`src/rtl/ptr_swap_pkg.sv`:
```
package ptr_swap_pkg;
  typedef enum logic [1:0] {
    PH_IDLE = 2'd0,
    PH_RD   = 2'd1,
    PH_WR   = 2'd2
  } phase_e;
endpackage

```
`src/rtl/psw_step.sv`:
```
module psw_step #(
  parameter int AW          = 16,
  parameter bit AFTER_WRITE = 1'b0
) (
  input  logic [AW-1:0] ptr_i,
  input  logic [1:0]    code_i,
  input  logic [AW-1:0] stride_i,
  output logic [AW-1:0] ptr_o
);
  localparam logic [AW-1:0] ONE = AW'(1);
  localparam logic [AW-1:0] TWO = AW'(2);

  generate
    if (!AFTER_WRITE) begin : g_pre
      always_comb begin
        case (code_i)
          2'b00:   ptr_o = ptr_i;
          2'b01:   ptr_o = ptr_i + ONE;
          2'b10:   ptr_o = ptr_i - ONE;
          default: ptr_o = ptr_i + stride_i;
        endcase
      end
    end else begin : g_post
      always_comb begin
        case (code_i)
          2'b00:   ptr_o = ptr_i + ONE;
          2'b01:   ptr_o = ptr_i;
          2'b10:   ptr_o = ptr_i + TWO;
          default: ptr_o = ptr_i + stride_i;
        endcase
      end
    end
  endgenerate
endmodule

```
`src/rtl/psw_half_mux.sv`:
```
module psw_half_mux #(
  parameter int DW = 16
) (
  input  logic [2*DW-1:0] y_i,
  input  logic            hi_i,
  input  logic [DW-1:0]   word_i,
  output logic [2*DW-1:0] y_o,
  output logic [DW-1:0]   old_o
);
  always_comb begin
    y_o   = y_i;
    old_o = y_i[DW-1:0];
    if (hi_i) begin
      old_o          = y_i[2*DW-1:DW];
      y_o[2*DW-1:DW] = word_i;
    end else begin
      y_o[DW-1:0] = word_i;
    end
  end
endmodule

```
`src/rtl/psw_seq.sv`:
```
module psw_seq
  import ptr_swap_pkg::*;
(
  input  logic clk,
  input  logic rst,
  input  logic start_i,
  output logic accept_o,
  output logic rd_o,
  output logic wr_o,
  output logic fin_o,
  output logic busy_o
);
  phase_e ph_q;
  logic   fin_q;

  assign accept_o = start_i && (ph_q == PH_IDLE);
  assign rd_o     = (ph_q == PH_RD);
  assign wr_o     = (ph_q == PH_WR);
  assign busy_o   = (ph_q != PH_IDLE);
  assign fin_o    = fin_q;

  always_ff @(posedge clk) begin
    if (rst) begin
      ph_q  <= PH_IDLE;
      fin_q <= 1'b0;
    end else begin
      fin_q <= (ph_q == PH_WR);
      case (ph_q)
        PH_IDLE: if (start_i) ph_q <= PH_RD;
        PH_RD:   ph_q <= PH_WR;
        default: ph_q <= PH_IDLE;
      endcase
    end
  end


  rd_then_wr_chk: assert property (@(posedge clk) disable iff (rst)
    rd_o |=> wr_o && !rd_o);


  wr_then_fin_chk: assert property (@(posedge clk) disable iff (rst)
    wr_o |=> fin_o && !wr_o);


  fin_single_chk: assert property (@(posedge clk) disable iff (rst)
    fin_o |=> !fin_o);
endmodule

```
`src/rtl/ptr_swap_unit.sv`:
```
module ptr_swap_unit
  import ptr_swap_pkg::*;
#(
  parameter int AW    = 16,
  parameter int DW    = 16,
  parameter int SEL_W = 2
) (
  input  logic                     clk,
  input  logic                     rst,
  input  logic                     start,
  input  logic [SEL_W+1:0]         z_field,
  input  logic                     x_sel,
  input  logic [(AW<<SEL_W)-1:0]   ptr_bus,
  input  logic [AW-1:0]            j_step,
  input  logic [AW-1:0]            k_step,
  input  logic [2*DW-1:0]          y_in,
  input  logic [DW-1:0]            mem_rdata,
  output logic                     busy,
  output logic                     done,
  output logic [2*DW-1:0]          y_out,
  output logic [SEL_W-1:0]         ptr_wb_idx,
  output logic [AW-1:0]            ptr_wb_data,
  output logic [AW-1:0]            mem_addr,
  output logic                     mem_re,
  output logic                     mem_we,
  output logic [DW-1:0]            mem_wdata
);
  localparam int NPTR = 1 << SEL_W;
  localparam int ZW   = SEL_W + 2;
  localparam int YW   = 2 * DW;

  logic [AW-1:0]    ptr_arr [NPTR];
  logic [AW-1:0]    ptr_pick;
  logic             accept, rd_ph, wr_ph, fin;

  logic [SEL_W-1:0] sel_q;
  logic [1:0]       code_q;
  logic             xsel_q;
  logic [YW-1:0]    y_q;
  logic [AW-1:0]    j_q, k_q;
  logic [AW-1:0]    addr_q;
  logic [DW-1:0]    wdata_q;
  logic [YW-1:0]    y_out_q;
  logic [AW-1:0]    wb_data_q;
  logic [SEL_W-1:0] wb_idx_q;

  logic [AW-1:0]    ptr_mid, ptr_fin;
  logic [YW-1:0]    y_merge;
  logic [DW-1:0]    old_half;

  generate
    for (genvar g = 0; g < NPTR; g++) begin : g_unpack
      assign ptr_arr[g] = ptr_bus[g*AW +: AW];
    end
  endgenerate

  assign ptr_pick = ptr_arr[z_field[ZW-1:2]];

  psw_seq u_seq (
    .clk      (clk),
    .rst      (rst),
    .start_i  (start),
    .accept_o (accept),
    .rd_o     (rd_ph),
    .wr_o     (wr_ph),
    .fin_o    (fin),
    .busy_o   (busy)
  );

  psw_step #(.AW(AW), .AFTER_WRITE(1'b0)) u_pre (
    .ptr_i    (addr_q),
    .code_i   (code_q),
    .stride_i (j_q),
    .ptr_o    (ptr_mid)
  );

  psw_step #(.AW(AW), .AFTER_WRITE(1'b1)) u_post (
    .ptr_i    (addr_q),
    .code_i   (code_q),
    .stride_i (k_q),
    .ptr_o    (ptr_fin)
  );

  psw_half_mux #(.DW(DW)) u_half (
    .y_i    (y_q),
    .hi_i   (xsel_q),
    .word_i (mem_rdata),
    .y_o    (y_merge),
    .old_o  (old_half)
  );

  always_ff @(posedge clk) begin
    if (rst) begin
      sel_q     <= '0;
      code_q    <= '0;
      xsel_q    <= 1'b0;
      y_q       <= '0;
      j_q       <= '0;
      k_q       <= '0;
      addr_q    <= '0;
      wdata_q   <= '0;
      y_out_q   <= '0;
      wb_data_q <= '0;
      wb_idx_q  <= '0;
    end else begin
      if (accept) begin
        sel_q  <= z_field[ZW-1:2];
        code_q <= z_field[1:0];
        xsel_q <= x_sel;
        y_q    <= y_in;
        j_q    <= j_step;
        k_q    <= k_step;
        addr_q <= ptr_pick;
      end
      if (rd_ph) begin
        addr_q  <= ptr_mid;
        wdata_q <= old_half;
      end
      if (wr_ph) begin
        y_out_q   <= y_merge;
        wb_data_q <= ptr_fin;
        wb_idx_q  <= sel_q;
      end
    end
  end

  assign mem_re      = rd_ph;
  assign mem_we      = wr_ph;
  assign mem_addr    = addr_q;
  assign mem_wdata   = wdata_q;
  assign done        = fin;
  assign y_out       = y_out_q;
  assign ptr_wb_data = wb_data_q;
  assign ptr_wb_idx  = wb_idx_q;


  rd_addr_chk: assert property (@(posedge clk) disable iff (rst)
    accept |=> mem_re && (mem_addr == $past(ptr_pick)));


  pre_hold_chk: assert property (@(posedge clk) disable iff (rst)
    (mem_re && code_q == 2'b00) |=> mem_addr == $past(mem_addr));


  post_hold_chk: assert property (@(posedge clk) disable iff (rst)
    (mem_we && code_q == 2'b01) |=> ptr_wb_data == $past(mem_addr));


  keep_half_chk: assert property (@(posedge clk) disable iff (rst)
    (done && !xsel_q) |-> y_out[YW-1:DW] == y_q[YW-1:DW]);


  busy_start_chk: assert property (@(posedge clk) disable iff (rst)
    (busy && start) |=> $stable(code_q) && $stable(sel_q) && $stable(y_q));
endmodule

```
`config.mk`:
```
export PLATFORM = sky130hd
export DESIGN_NAME = ptr_swap_unit
export DESIGN_NICKNAME = d
export VERILOG_FILES = /design/src/rtl/ptr_swap_pkg.sv /design/src/rtl/psw_step.sv /design/src/rtl/psw_half_mux.sv /design/src/rtl/psw_seq.sv /design/src/rtl/ptr_swap_unit.sv
export SDC_FILE = /design/constraint.sdc
export NUM_CORES = 1
export LEC_CHECK = 0
export BUFFER_PORTS_ARGS = -buffer_cell sky130_fd_sc_hd__buf_2
export CAP_MARGIN = 20
export CORE_ASPECT_RATIO = 0.7
export CORE_MARGIN = 1.5
export CORE_UTILIZATION = 58
export DETAILED_ROUTE_END_ITERATION = 7
export PLACE_DENSITY_LB_ADDON = 0.2
export SYNTH_ARGS = -nofsm -noshare
export SYNTH_HDL_FRONTEND = slang
export SYNTH_SLANG_ARGS = --single-unit
export TNS_END_PERCENT = 10
```
`constraint.sdc`:
```
create_clock -name clk -period 4.8 [get_ports clk]
set_input_delay 0.48 -clock clk [delete_from_list [all_inputs] [get_ports clk]]
set_output_delay 0.48 -clock clk [all_outputs]
set_load 0.005 [all_outputs]
```
### Yosys cells after proc, flatten, opt, wreduce, memory -nomap -nowiden

Index checks and enable logic that the tools add are counted.

* word-level logic and storage cells: 44
* output and inout port bits: 86
* register bits after elaboration: 154
* bits of input ports: 152

* $lt $le $gt $ge: 1
* bitwise gates (word level): 1
* multiplexer cells: 12
* eq/ne operators: 6
* add/subtract/negate cells: 5
* reduce and logical (&&, ||, !) cells: 6

Operator list (count)
* $mux W16: 7
* $pmux W16 S3: 2
* $add A16 B16 Y16: 2
* $bmux W16 S2: 1
* $add A16 B1 Y16 const B: 1
* $add A16 B2 Y16 const B: 1
* $sub A16 B1 Y16 const B: 1
* $eq A2 B1 Y1 const B: 2
* $eq A2 B2 Y1 const B: 2
* $logic_not A2 Y1: 2
* $ne A2 B2 Y1 const B: 2
* $pmux W2 S2: 1
* $reduce_bool A2 Y1: 2
* $ge A3 B3 Y1 const B: 1
* $not A2 Y3: 1
* $mux W2: 1
* $reduce_and A2 Y1: 1
* $logic_and A1 B1 Y1: 1

### Logic depth before layout (Yosys ltp)

Gate-level depths: netlist of run 1.

* word-level depth: 6
* mapped depth: 15
* depth with buffers taken out: 15

### Hierarchy

A second synthesis of run 1 with hierarchy kept.

* cells, all modules: 1029
* area, all modules: 9512.9 um^2

By module, submodules not included
* ptr_swap_unit: area an instance 5889.4 um^2, cells each 550, instances 1
* psw_step (u_post): area an instance 1549.0 um^2, cells each 230, instances 1
* psw_step (u_pre): area an instance 1293.7 um^2, cells each 186, instances 1
* psw_half_mux: area an instance 659.4 um^2, cells each 53, instances 1
* psw_seq: area an instance 121.4 um^2, cells each 10, instances 1

### Worst setup path after synthesis of run 1

OpenSTA, ideal clock, no wires.

* kind: reg-to-reg
* from: register code_q[0]
* to: register addr_q[14] (netlist: mem_addr[14])
* library setup time: 0.116 ns
* cell stages (with the launch flop): 14
* period minus slack after synthesis: 3.116 ns
* path slack: 1.684 ns
* data required time: 4.684 ns
* arrival time: 3.000 ns
* path buffers: 3
* path through: dfxtp_1 buf_2 nand2b_1 clkbuf_1 buf_1 nand2_1 fa_1 a21oi_1 o21ai_1 a221oi_2 o21bai_1 a221oi_2 mux2i_1 a31o_2

* cells in the longest elaborated chain, start to end: 3
* elaborated cells between the ends (all ways): 7
* classes of those cells: 3 x eq/ne; 2 x mux; 2 x reduce/logical

RTL lines
* start, declared: RTL line ptr_swap_unit.sv:37 `logic [1:0] code_q;`
* start signal, assigned: RTL line ptr_swap_unit.sv:108 `code_q <= z_field[1:0];`
* $eq A2 B2 Y1, or another cell as far along: RTL line psw_step.sv:16 `case (code_i)`
* $pmux W16 S3 or $ne A2 B2 Y1 (tied branches)
* $mux W16 or $reduce_and A2 Y1 (tied branches)
* end signal, assigned: RTL line ptr_swap_unit.sv:113 `addr_q <= ptr_pick;`
* end signal, assigned: RTL line ptr_swap_unit.sv:116 `addr_q <= ptr_mid;`
* end, declared: RTL line ptr_swap_unit.sv:41 `logic [AW-1:0] addr_q;`

Several ways; a longest one is shown, not always the timed one.
A chain may end at the register's enable or synchronous reset.

### Worst setup path in the final report of run 1

* from: register j_q[2]
* to: register addr_q[13] (netlist: mem_addr[13])

* cells in the longest elaborated chain, start to end: 3

RTL lines
* start, declared: RTL line ptr_swap_unit.sv:40 `logic [AW-1:0] j_q, k_q;`
* start signal, assigned: RTL line ptr_swap_unit.sv:111 `j_q <= j_step;`
* $add A16 B16 Y16: RTL line psw_step.sv:20 `default: ptr_o = ptr_i + stride_i;`
* $pmux W16 S3: RTL line psw_step.sv:16
* $mux W16: RTL line ptr_swap_unit.sv:115 `if (rd_ph) begin`

No other way between the ends.

==> results of run 1 <==
[routing by layer]
metal	wire length [µm]	up-vias	track usage
met5	10	-	0
met4	318	2	0.08310
met3	2247	30	0.07528
met2	11580	398	0.4932
met1	13040	4321	0.4690
li1	-	4446	-
[placed cells by master, fill, tap and decap left out, types with 31 or more instances in the layout]
cell      netlist  final
ha_1           37     37
nor3_1         31     31
a21oi_1       119    119
o21ai_0        43     43
a211oi_1       59     58
mux2i_1        53     53
nand2_1       202    201
dfxtp_1       154    153
nor2_1        115    115
buf_2          15    236
[cell type report]
type / count / area, µm² / area share
repair buffers: 251 / 1319 / 0.1210
clock inverters: 14 / 151.4 / 0.01389
multi-input cells: 882 / 5597 / 0.5135
clock buffers: 18 / 429.2 / 0.03938
flip-flops and latches: 154 / 3084 / 0.2830
well taps: 200 / 250.2 / 0.02296
inverters: 18 / 67.56 / 0.006200
[cells by family after synthesis]
family	Yosys count	share of synthesized area
flops	154	0.3391
xor+xnor	45	0.04335
mux	70	0.09922
simple gates	422	0.2024
compound gates	306	0.2138
buf+inv	106	0.04679
fa+ha+maj	39	0.05532
[per-stage QoR]
stage / hold WS [ns] / worst slack, ns / instance area, µm²
global route: 0.2613 / 1.067 / 10900
CTS: 0.2624 / 1.443 / 10900
detailed placement: 0.4481 / 1.479 / 10320
global placement: 0.4454 / 1.551 / 10320
floorplan: 0.4321 / 1.684 / 9092
finish: 0.2703 / 1.356 / 10900
[worst max path at each step]
stage / startpoint / end / slack (ns) / depth (start not counted)
final: j_q[2]$_SDFFE_PP0P_ / mem_addr[13]$_SDFFE_PP0P_ / 1.36 / 14
after floorplan: code_q[0]$_SDFFE_PP0P_ / mem_addr[14]$_SDFFE_PP0P_ / 1.68 / 13
after global placement: j_q[2]$_SDFFE_PP0P_ / mem_addr[15]$_SDFFE_PP0P_ / 1.55 / 14
after CTS: j_q[2]$_SDFFE_PP0P_ / mem_addr[13]$_SDFFE_PP0P_ / 1.44 / 14
after detailed placement: j_q[2]$_SDFFE_PP0P_ / mem_addr[15]$_SDFFE_PP0P_ / 1.48 / 14
after global routing: j_q[2]$_SDFFE_PP0P_ / mem_addr[15]$_SDFFE_PP0P_ / 1.07 / 14
[flip-flops by register name (all words and copies together) (netlist names), 16 cells and up]
name and cells:
j_q 16, k_q 16, mem_addr 16, mem_wdata 16
ptr_wb_data 16, y_out 32, y_q 32
[worst max-delay path: cells and delay by family (launching register included)]
kind	cells	cell delay [ns]
compound gates	4	0.87
xor+xnor	2	0.32
fa+ha+maj	1	0.37
flops	1	0.35
simple gates	7	1.41
[power by group]
group	internal (µW)	leakage, µW	total [µW]	switching (µW)
clock	737	0.000280	1350	616
combinational	663	0.00308	1600	933
sequential	1420	0.00126	1600	183
total	2820	0.00463	4550	1730
==> results_dict.tcl, run 1 <==
set metrics [dict create \
    status "completed" \
    crit_arrival_ns 3.79 \
    critPathCaptureType "flop" \
    antenna_cells 0 \
    slowest_delay_ns 0.45 \
    coreArea_um2 15400 \
    cts_setup_buffers 0 \
    synthFlopType "dfxtp_1" \
    slew_headroom 0.3022 \
    path_cells "nor4_1 > nand2_1 > or3_1 > nor2_1 > xnor2_1 > nand2_1 > ha_1 > a21oi_1 > nand2_1 > a31oi_1 > a22oi_1 > xor2_1 > nor3_1 > o41ai_1" \
    hp-class "input port to flop" \
    final.min_clock_period_ns 3.444 \
    rrSetupSlack_ns 1.36 \
    syn_inst 1142 \
    clk_pin_slew_ns 0.07 \
    synth_seq_cells 154 \
    placed_cells 1505 \
    r2r-end "mem_addr[13]$_SDFFE_PP0P_" \
    nNetsFinal 1515 \
    synth_edf_count 0 \
    r2r_cells 14 \
    yosys-top-cells-count "nand2_1, dfxtp_1, a21oi_1, nor2_1, clkbuf_1" \
    drtAntennaViolNets 0 \
    fillCellCount 1314 \
    holdCritStartpoint "j_step[13]" \
    yosysMostFrequentCell "nand2_1" \
    fp.dieW_um 152.7 \
    cts-resized-gates 0 \
    die_h_um 107.8 \
    grt_first_pass_wirelength_um 42810 \
    wirelength_um 27200 \
    clock_skew_ns 0.01729 \
    cts_tree "done" \
    vias 9197 \
    worst_pin_slew_ns 1.044 \
    overflow 0 \
    clockBufferDepth 2 \
    cp-start-kind "flop" \
    holdPathStages 3 \
    grt_usage 0.3268 \
    synth_area_um2 9092 \
    dr.pass1.iters 5 \
    period_share 0.7174 \
    p_leak_uw 0.004627 \
    slew_violations 0 \
    cts.sinks 154 \
    drcViolationCount 0 \
    yosysTopAreaCellShare 0.3391 \
    insertion_delay_ns 0.44 \
    hold_end "j_q[13]$_SDFFE_PP0P_" \
    routed_via_density 5.984 \
    final-instance-count-excl-fill 1537 \
    num_io_pins 238 \
    synth_fp_nets 1333 \
    ys_types 68 \
    port_buffers 237 \
    syn_to_final_growth_pct 19.86 \
    fin_tns_setup_ns 0 \
    seq_area_frac_synth 0.3391 \
    maxCapViolations 0 \
    crit_slowest_cell "nor4_1" \
    drive_above_1_share 0.2393 \
    rsz0062_at_grt "no" \
    initial_core_util 0.5902 \
    hold_violations 0 \
    critPathMaxFanout 5 \
    yosysWarnings 0 \
    htree_levels 4 \
    syn_area_per_cell_um2 7.962 \
    place_congestion 0.9223 \
    reg2reg_from "j_q[2]$_SDFFE_PP0P_" \
    setup_viol 0 \
    cts_buffers 17 \
    antenna_found_initial 1 \
    path_common_cell "nand2_1" \
    rows 38 \
    routedWlPerCell_um 17.70 \
    yosysTopAreaCell "dfxtp_1" \
    post-route-util 0.7074 \
    grt_pass1_vias 8270 \
    async_flop_share 0 \
    hold_buffers 0 \
    grt_max_degree 110 \
    drtIter0Drc 877 \
    powerDensity_nw_per_um2 417.7 \
    crit_type "flop to flop" \
    ir_worst_vdd_mv 0.2869 \
    max_freq_mhz 290.4 \
    cts_root_buf "clkbuf_16" \
    power_uw 4552 \
    hpwlAfterDp_um 18980 \
    synth_top_cells_by_area "dfxtp_1, nand2_1, a21oi_1" \
    cp.required_ns 5.14 \
    dieArea_um2 16450 \
]
No activity file was read; power rests on OpenSTA's default activity.
==> run 2, diff against run 1 <==
--- a/config.mk
+++ b/config.mk
@@ -9,7 +9,7 @@
 export CAP_MARGIN = 20
 export CORE_ASPECT_RATIO = 0.7
 export CORE_MARGIN = 1.5
-export CORE_UTILIZATION = 58
+export CORE_UTILIZATION = 49
 export DETAILED_ROUTE_END_ITERATION = 7
 export PLACE_DENSITY_LB_ADDON = 0.2
 export SYNTH_ARGS = -nofsm -noshare
==> constraint.sdc (replaced) <==
create_clock -name clk -period 2.9 [get_ports clk]
set_input_delay 0.29 -clock clk [delete_from_list [all_inputs] [get_ports clk]]
set_output_delay 0.29 -clock clk [all_outputs]
set_load 0.005 [all_outputs]
==> run 2 against run 1 <==
Compared with the run above: the run now ends with setup timing left; largest power group is now combinational cells; register-to-register slack worse by 1.4 ns; via count is 1.2% higher; wire length is 3.6% higher.
==> results_dict.tcl, run 2 (synthesis gave the netlist of run 1 again) <==
set metrics [dict create \
    status "finished with violations" \
    violations "setup timing" \
    ir_worst_vdd_mv 0.4146 \
    p_leak_uw 0.004979 \
    rrSetupSlack_ns -0.06 \
    period_share 1.020 \
    port_buffers 237 \
    r2r_cells 14 \
    nNetsFinal 1579 \
    hpwlAfterDp_um 20960 \
    worst_pin_slew_ns 0.8064 \
    syn_to_final_growth_pct 27.93 \
    finalWorstSetupSlack_ns -0.05665 \
    rsz0062_at_grt "yes" \
    r2r-end "mem_addr[13]$_SDFFE_PP0P_" \
    cts_tree "done" \
    clk_pin_slew_ns 0.08 \
    layout_common_cells "buf_2, nand2_1, dfxtp_1" \
    grt_usage 0.2837 \
    grt_first_pass_wirelength_um 44060 \
    crit_slowest_cell "or4_4" \
    reg2reg_from "j_q[6]$_SDFFE_PP0P_" \
    holdPathStages 3 \
    setup_viol 2 \
    grt_max_degree 67 \
    cp.required_ns 3.23 \
    fp.dieW_um 165.8 \
    crit_arrival_ns 3.28 \
    max_freq_mhz 338.2 \
    holdCritStartpoint "y_in[5]" \
    overflow 0 \
    slew_violations 0 \
    cts_buffers 17 \
    coreArea_um2 18110 \
    drtIter0Drc 835 \
    drcViolationCount 0 \
    place_congestion 0.9163 \
    fin_tns_setup_ns -0.07890 \
    powerDensity_nw_per_um2 696.7 \
    clockBufferDepth 2 \
    htree_levels 4 \
    initial_core_util 0.5021 \
    final_common_cell "buf_2" \
    slowest_delay_ns 0.53 \
    drtAntennaViolNets 0 \
    vias 9311 \
    clock_skew_ns 0.01311 \
    maxCapViolations 0 \
    rows 41 \
    routedWlPerCell_um 17.20 \
    post-place-ws_ns -0.1570 \
    dieArea_um2 19400 \
    dr.pass1.iters 5 \
    final-instance-count-excl-fill 1638 \
    critPathTopFamily "simple AND/OR/NAND/NOR gates" \
    placed_cells 1604 \
    wirelength_um 28170 \
    cts.sinks 154 \
    cp-start-kind "flop" \
    routed_via_density 5.684 \
    num_io_pins 238 \
    insertion_delay_ns 0.43 \
    crit_type "flop to flop" \
    drive_above_1_share 0.2976 \
    hold_violations 0 \
    path_cells "or4_4 > or3_4 > nor2_2 > xnor2_1 > nand2_1 > ha_4 > a21oi_2 > buf_4 > nand2_1 > a31oi_1 > a22oi_2 > xor2_1 > nor3_1 > o41ai_1" \
    die_h_um 117.0 \
    final.min_clock_period_ns 2.957 \
    slew_headroom 0.4624 \
    critPathCaptureType "flop" \
    critical_path_buf_inv_count 1 \
    antenna_found_initial 1 \
    hold_end "y_q[5]$_SDFFE_PP0P_" \
    path_common_cell "nand2_1" \
    hp-class "input port to flop" \
    grt_pass1_vias 8301 \
    cts_root_buf "clkbuf_16" \
    hold_buffers 0 \
    critPathMaxFanout 3 \
]
## run 2: layout make-up
class / instances / area, µm²
multi-input combinational: 882 / 5773
tap: 236 / 295.3
inverter: 18 / 67.56
timing repair buffer: 315 / 1815
fill: 1628 / 6476
sequential: 154 / 3088
clock inverter: 15 / 165.2
clock buffer: 17 / 425.4
antenna: 1 / 2.502
## run 2: per-stage QoR
stage          utilization  total power, µW  instance area (µm²)  hold WS (ns)
2_1_floorplan            -             4502                 9110        0.3743
3_3_place_gp        0.5997             5629                10860        0.4420
3_5_place_dp        0.5997             5665                10860        0.4453
4_1_cts             0.6360             7974                11520       0.07528
5_1_grt             0.6422             8552                11630       0.08548
6_report            0.6424             8104                11630       0.08444
## run 2: how the worst max path moves through the flow
stage                                     end  slack (ns)              startpoint  cells past startpoint
CTS                 mem_addr[13]$_SDFFE_PP0P_       -0.09     j_q[2]$_SDFFE_PP0P_                     13
detailed placement  mem_addr[14]$_SDFFE_PP0P_       -0.16     j_q[2]$_SDFFE_PP0P_                     12
global route        mem_addr[13]$_SDFFE_PP0P_       -0.20     j_q[2]$_SDFFE_PP0P_                     15
floorplan           mem_addr[14]$_SDFFE_PP0P_       -0.01  code_q[0]$_SDFFE_PP0P_                     15
global placement    mem_addr[14]$_SDFFE_PP0P_       -0.12     j_q[2]$_SDFFE_PP0P_                     13
finish              mem_addr[13]$_SDFFE_PP0P_       -0.06     j_q[6]$_SDFFE_PP0P_                     14
## run 2: power breakdown
part	internal (µW)	switching [µW]	total, µW
Combinational	1500	1780	3270
Sequential	2350	246	2600
Clock	1160	1070	2230
## run 2: metal layers
metal | up-vias | wire [µm] | track usage
met5 | - | 0 | 0
met1 | 4380 | 14000 | 0.4268
met3 | 23 | 1968 | 0.05918
met4 | 0 | 229 | 0.05946
met2 | 330 | 11980 | 0.4156
li1 | 4578 | - | -
## run 2: timing repair
action	CTS	global route
gates resized for setup	13	26
setup endpoints to repair	5	12
pin swaps	2	7
endpoints found under the hold margin	0	0
setup buffers	0	1
## run 2: worst min-delay path, delay by kind of cell
kind	cells	cell delay (ns)
AOI/OAI and AO/OA	1	0.05
and+or+nand+nor	1	0.04
buffers and inverters	1	0.10
==> run 3, diff against run 2 <==
--- a/config.mk
+++ b/config.mk
@@ -7,7 +7,7 @@
 export LEC_CHECK = 0
 export BUFFER_PORTS_ARGS = -buffer_cell sky130_fd_sc_hd__buf_2
 export CAP_MARGIN = 20
-export CORE_ASPECT_RATIO = 0.7
+export CORE_ASPECT_RATIO = 0.5
 export CORE_MARGIN = 1.5
 export CORE_UTILIZATION = 49
 export DETAILED_ROUTE_END_ITERATION = 7
==> run 3 against run 2 <==
Compared with the run above: the flow still finishes with violations (setup timing); wire length increased by 4.3%; critical path depth increased by 1; sequential share of layout area increased by 0.14 points; clock skew decreased by 0.0037 ns; critical path type unchanged; worst hold slack about the same; critical endpoint is now mem_addr[15]$_SDFFE_PP0P_; global-route usage increased by 1.6 points; setup slack got worse by 0.13 ns; non-clock buffer count decreased by 9; design area decreased by 0.52%; maximum frequency decreased by 4.3%; clock power about the same.
==> results_dict.tcl, run 3 (synthesis gave the netlist of run 1 again) <==
set metrics [dict create \
    status "finished with violations" \
    violations "setup timing" \
    clockBufferDepth 2 \
    p_leak_uw 0.004931 \
    hpwlAfterDp_um 21240 \
    holdPathStages 3 \
    clk_pin_slew_ns 0.07 \
    place_congestion 0.9272 \
    routed_via_density 5.782 \
    cp-start-kind "flop" \
    worst_pin_slew_ns 0.7906 \
    nNetsFinal 1570 \
    cts_tree "done" \
    coreArea_um2 17780 \
    initial_core_util 0.5113 \
    num_io_pins 238 \
    htree_levels 4 \
    hp-class "input port to flop" \
    slew_violations 0 \
    cts.sinks 154 \
    routedWlPerCell_um 18.06 \
    die_h_um 99.33 \
    critPathCaptureType "flop" \
    maxCapViolations 0 \
    drtAntennaViolNets 0 \
    final_common_cell "buf_2" \
    grt_pass1_vias 9093 \
    grt_first_pass_wirelength_um 46120 \
    stdcell_area_um2 11570 \
    layout_common_cells "buf_2, nand2_1, dfxtp_1" \
    cts_root_buf "clkbuf_16" \
    drcViolationCount 0 \
    placed_cells 1591 \
    hold_buffers 0 \
    antenna_found_initial 3 \
    reg2reg_from "j_q[2]$_SDFFE_PP0P_" \
    hold_violations 0 \
    r2r-end "mem_addr[15]$_SDFFE_PP0P_" \
    dr.pass1.iters 6 \
    dieArea_um2 19430 \
    cts_buffers 17 \
    drtIter0Drc 700 \
    port_buffers 237 \
    wirelength_um 29390 \
    drive_above_1_share 0.2926 \
    clock_skew_ns 0.009372 \
    critPathMaxFanout 4 \
    insertion_delay_ns 0.43 \
    path_cells "nor4_4 > nand2_1 > buf_6 > or3_4 > xor2_2 > nand2_2 > ha_4 > and3_4 > o211ai_1 > buf_4 > buf_4 > a31oi_2 > xnor2_1 > a31oi_1 > nor3_1" \
    rsz0062_at_grt "yes" \
    rrSetupSlack_ns -0.19 \
    vias 9408 \
    holdCritStartpoint "y_in[19]" \
    crit_slowest_cell "dfxtp_2" \
    max_freq_mhz 323.6 \
    cp.required_ns 3.25 \
    post-place-ws_ns -0.1435 \
    placed_area_um2 10770 \
    final-instance-count-excl-fill 1627 \
    path_common_cell "buf_4" \
    crit_type "flop to flop" \
    finalWorstSetupSlack_ns -0.1902 \
    ir_worst_vdd_mv 0.4891 \
    power_uw 8075 \
    slew_headroom 0.4729 \
    crit_arrival_ns 3.44 \
    grt_usage 0.2995 \
    r2r_cells 15 \
    fp.dieW_um 195.6 \
    overflow 0 \
    powerDensity_nw_per_um2 697.8 \
    rows 34 \
    grt_max_degree 118 \
    syn_to_final_growth_pct 27.27 \
    hold_end "y_q[19]$_SDFFE_PP0P_" \
    fin_tns_setup_ns -0.6127 \
    setup_viol 5 \
    final.min_clock_period_ns 3.090 \
    period_share 1.066 \
    slowest_delay_ns 0.34 \
]
-- run 3: metal layers --
metal / vias up / global-route usage / share of wire
met2: 344 / 0.4890 / 0.46
met1: 4473 / 0.3908 / 0.45
met3: 38 / 0.07731 / 0.079
met5: - / 0 / 0.00037
li1: 4551 / - / -
met4: 2 / 0.09422 / 0.015
-- run 3: repair_timing --
item | 4_1_cts | 5_1_grt
buffers inserted | 0 | 3
gates resized for setup | 12 | 31
cloned | 0 | 0
pin swaps | 7 | 20
endpoints found under the setup margin | 4 | 10
-- run 3: how the worst max path moves through the flow --
stage          slack (ns)                         to  cells after the start                   start
2_1_floorplan       -0.01  mem_addr[14]$_SDFFE_PP0P_                     15  code_q[0]$_SDFFE_PP0P_
3_3_place_gp        -0.06  mem_addr[15]$_SDFFE_PP0P_                     14     j_q[6]$_SDFFE_PP0P_
3_5_place_dp        -0.14  mem_addr[14]$_SDFFE_PP0P_                     12     j_q[2]$_SDFFE_PP0P_
4_1_cts             -0.08  mem_addr[14]$_SDFFE_PP0P_                     12     j_q[5]$_SDFFE_PP0P_
5_1_grt             -0.39  mem_addr[13]$_SDFFE_PP0P_                     15     j_q[2]$_SDFFE_PP0P_
6_report            -0.19  mem_addr[15]$_SDFFE_PP0P_                     15     j_q[2]$_SDFFE_PP0P_
-- run 3: stage by stage --
stage	hold slack (ns)	utilization
after floorplan	0.3743	-
after global placement	0.4458	0.6057
after detailed placement	0.4478	0.6057
after CTS	0.07884	0.6408
after global routing	0.08745	0.6505
final	0.08434	0.6508
-- run 3: power breakdown --
group | switching [µW] | internal [µW] | total [µW]
sequential | 269 | 2350 | 2620
clock | 1010 | 1210 | 2230
combinational | 1770 | 1460 | 3220
-- run 3: final cells by class --
class | count | area [µm²]
inverter | 18 | 67.56
fill | 1600 | 6210
clock inverter | 14 | 148.9
clock buffer | 17 | 425.4
multi-input combinational | 882 | 5786
sequential | 154 | 3088
timing repair buffer | 306 | 1759
tap | 234 | 292.8
antenna | 2 | 5.005
-- run 3: worst max-delay path: cells and delay by family (launching register included) --
family                   cells  cell delay, ns
AND/OR/NAND/NOR              6            1.23
buffers and inverters        3            0.45
AO/OA/AOI/OAI                3            0.38
flip-flops                   1            0.34
XOR/XNOR                     2            0.31
adder cells (fa/ha/maj)      1            0.29
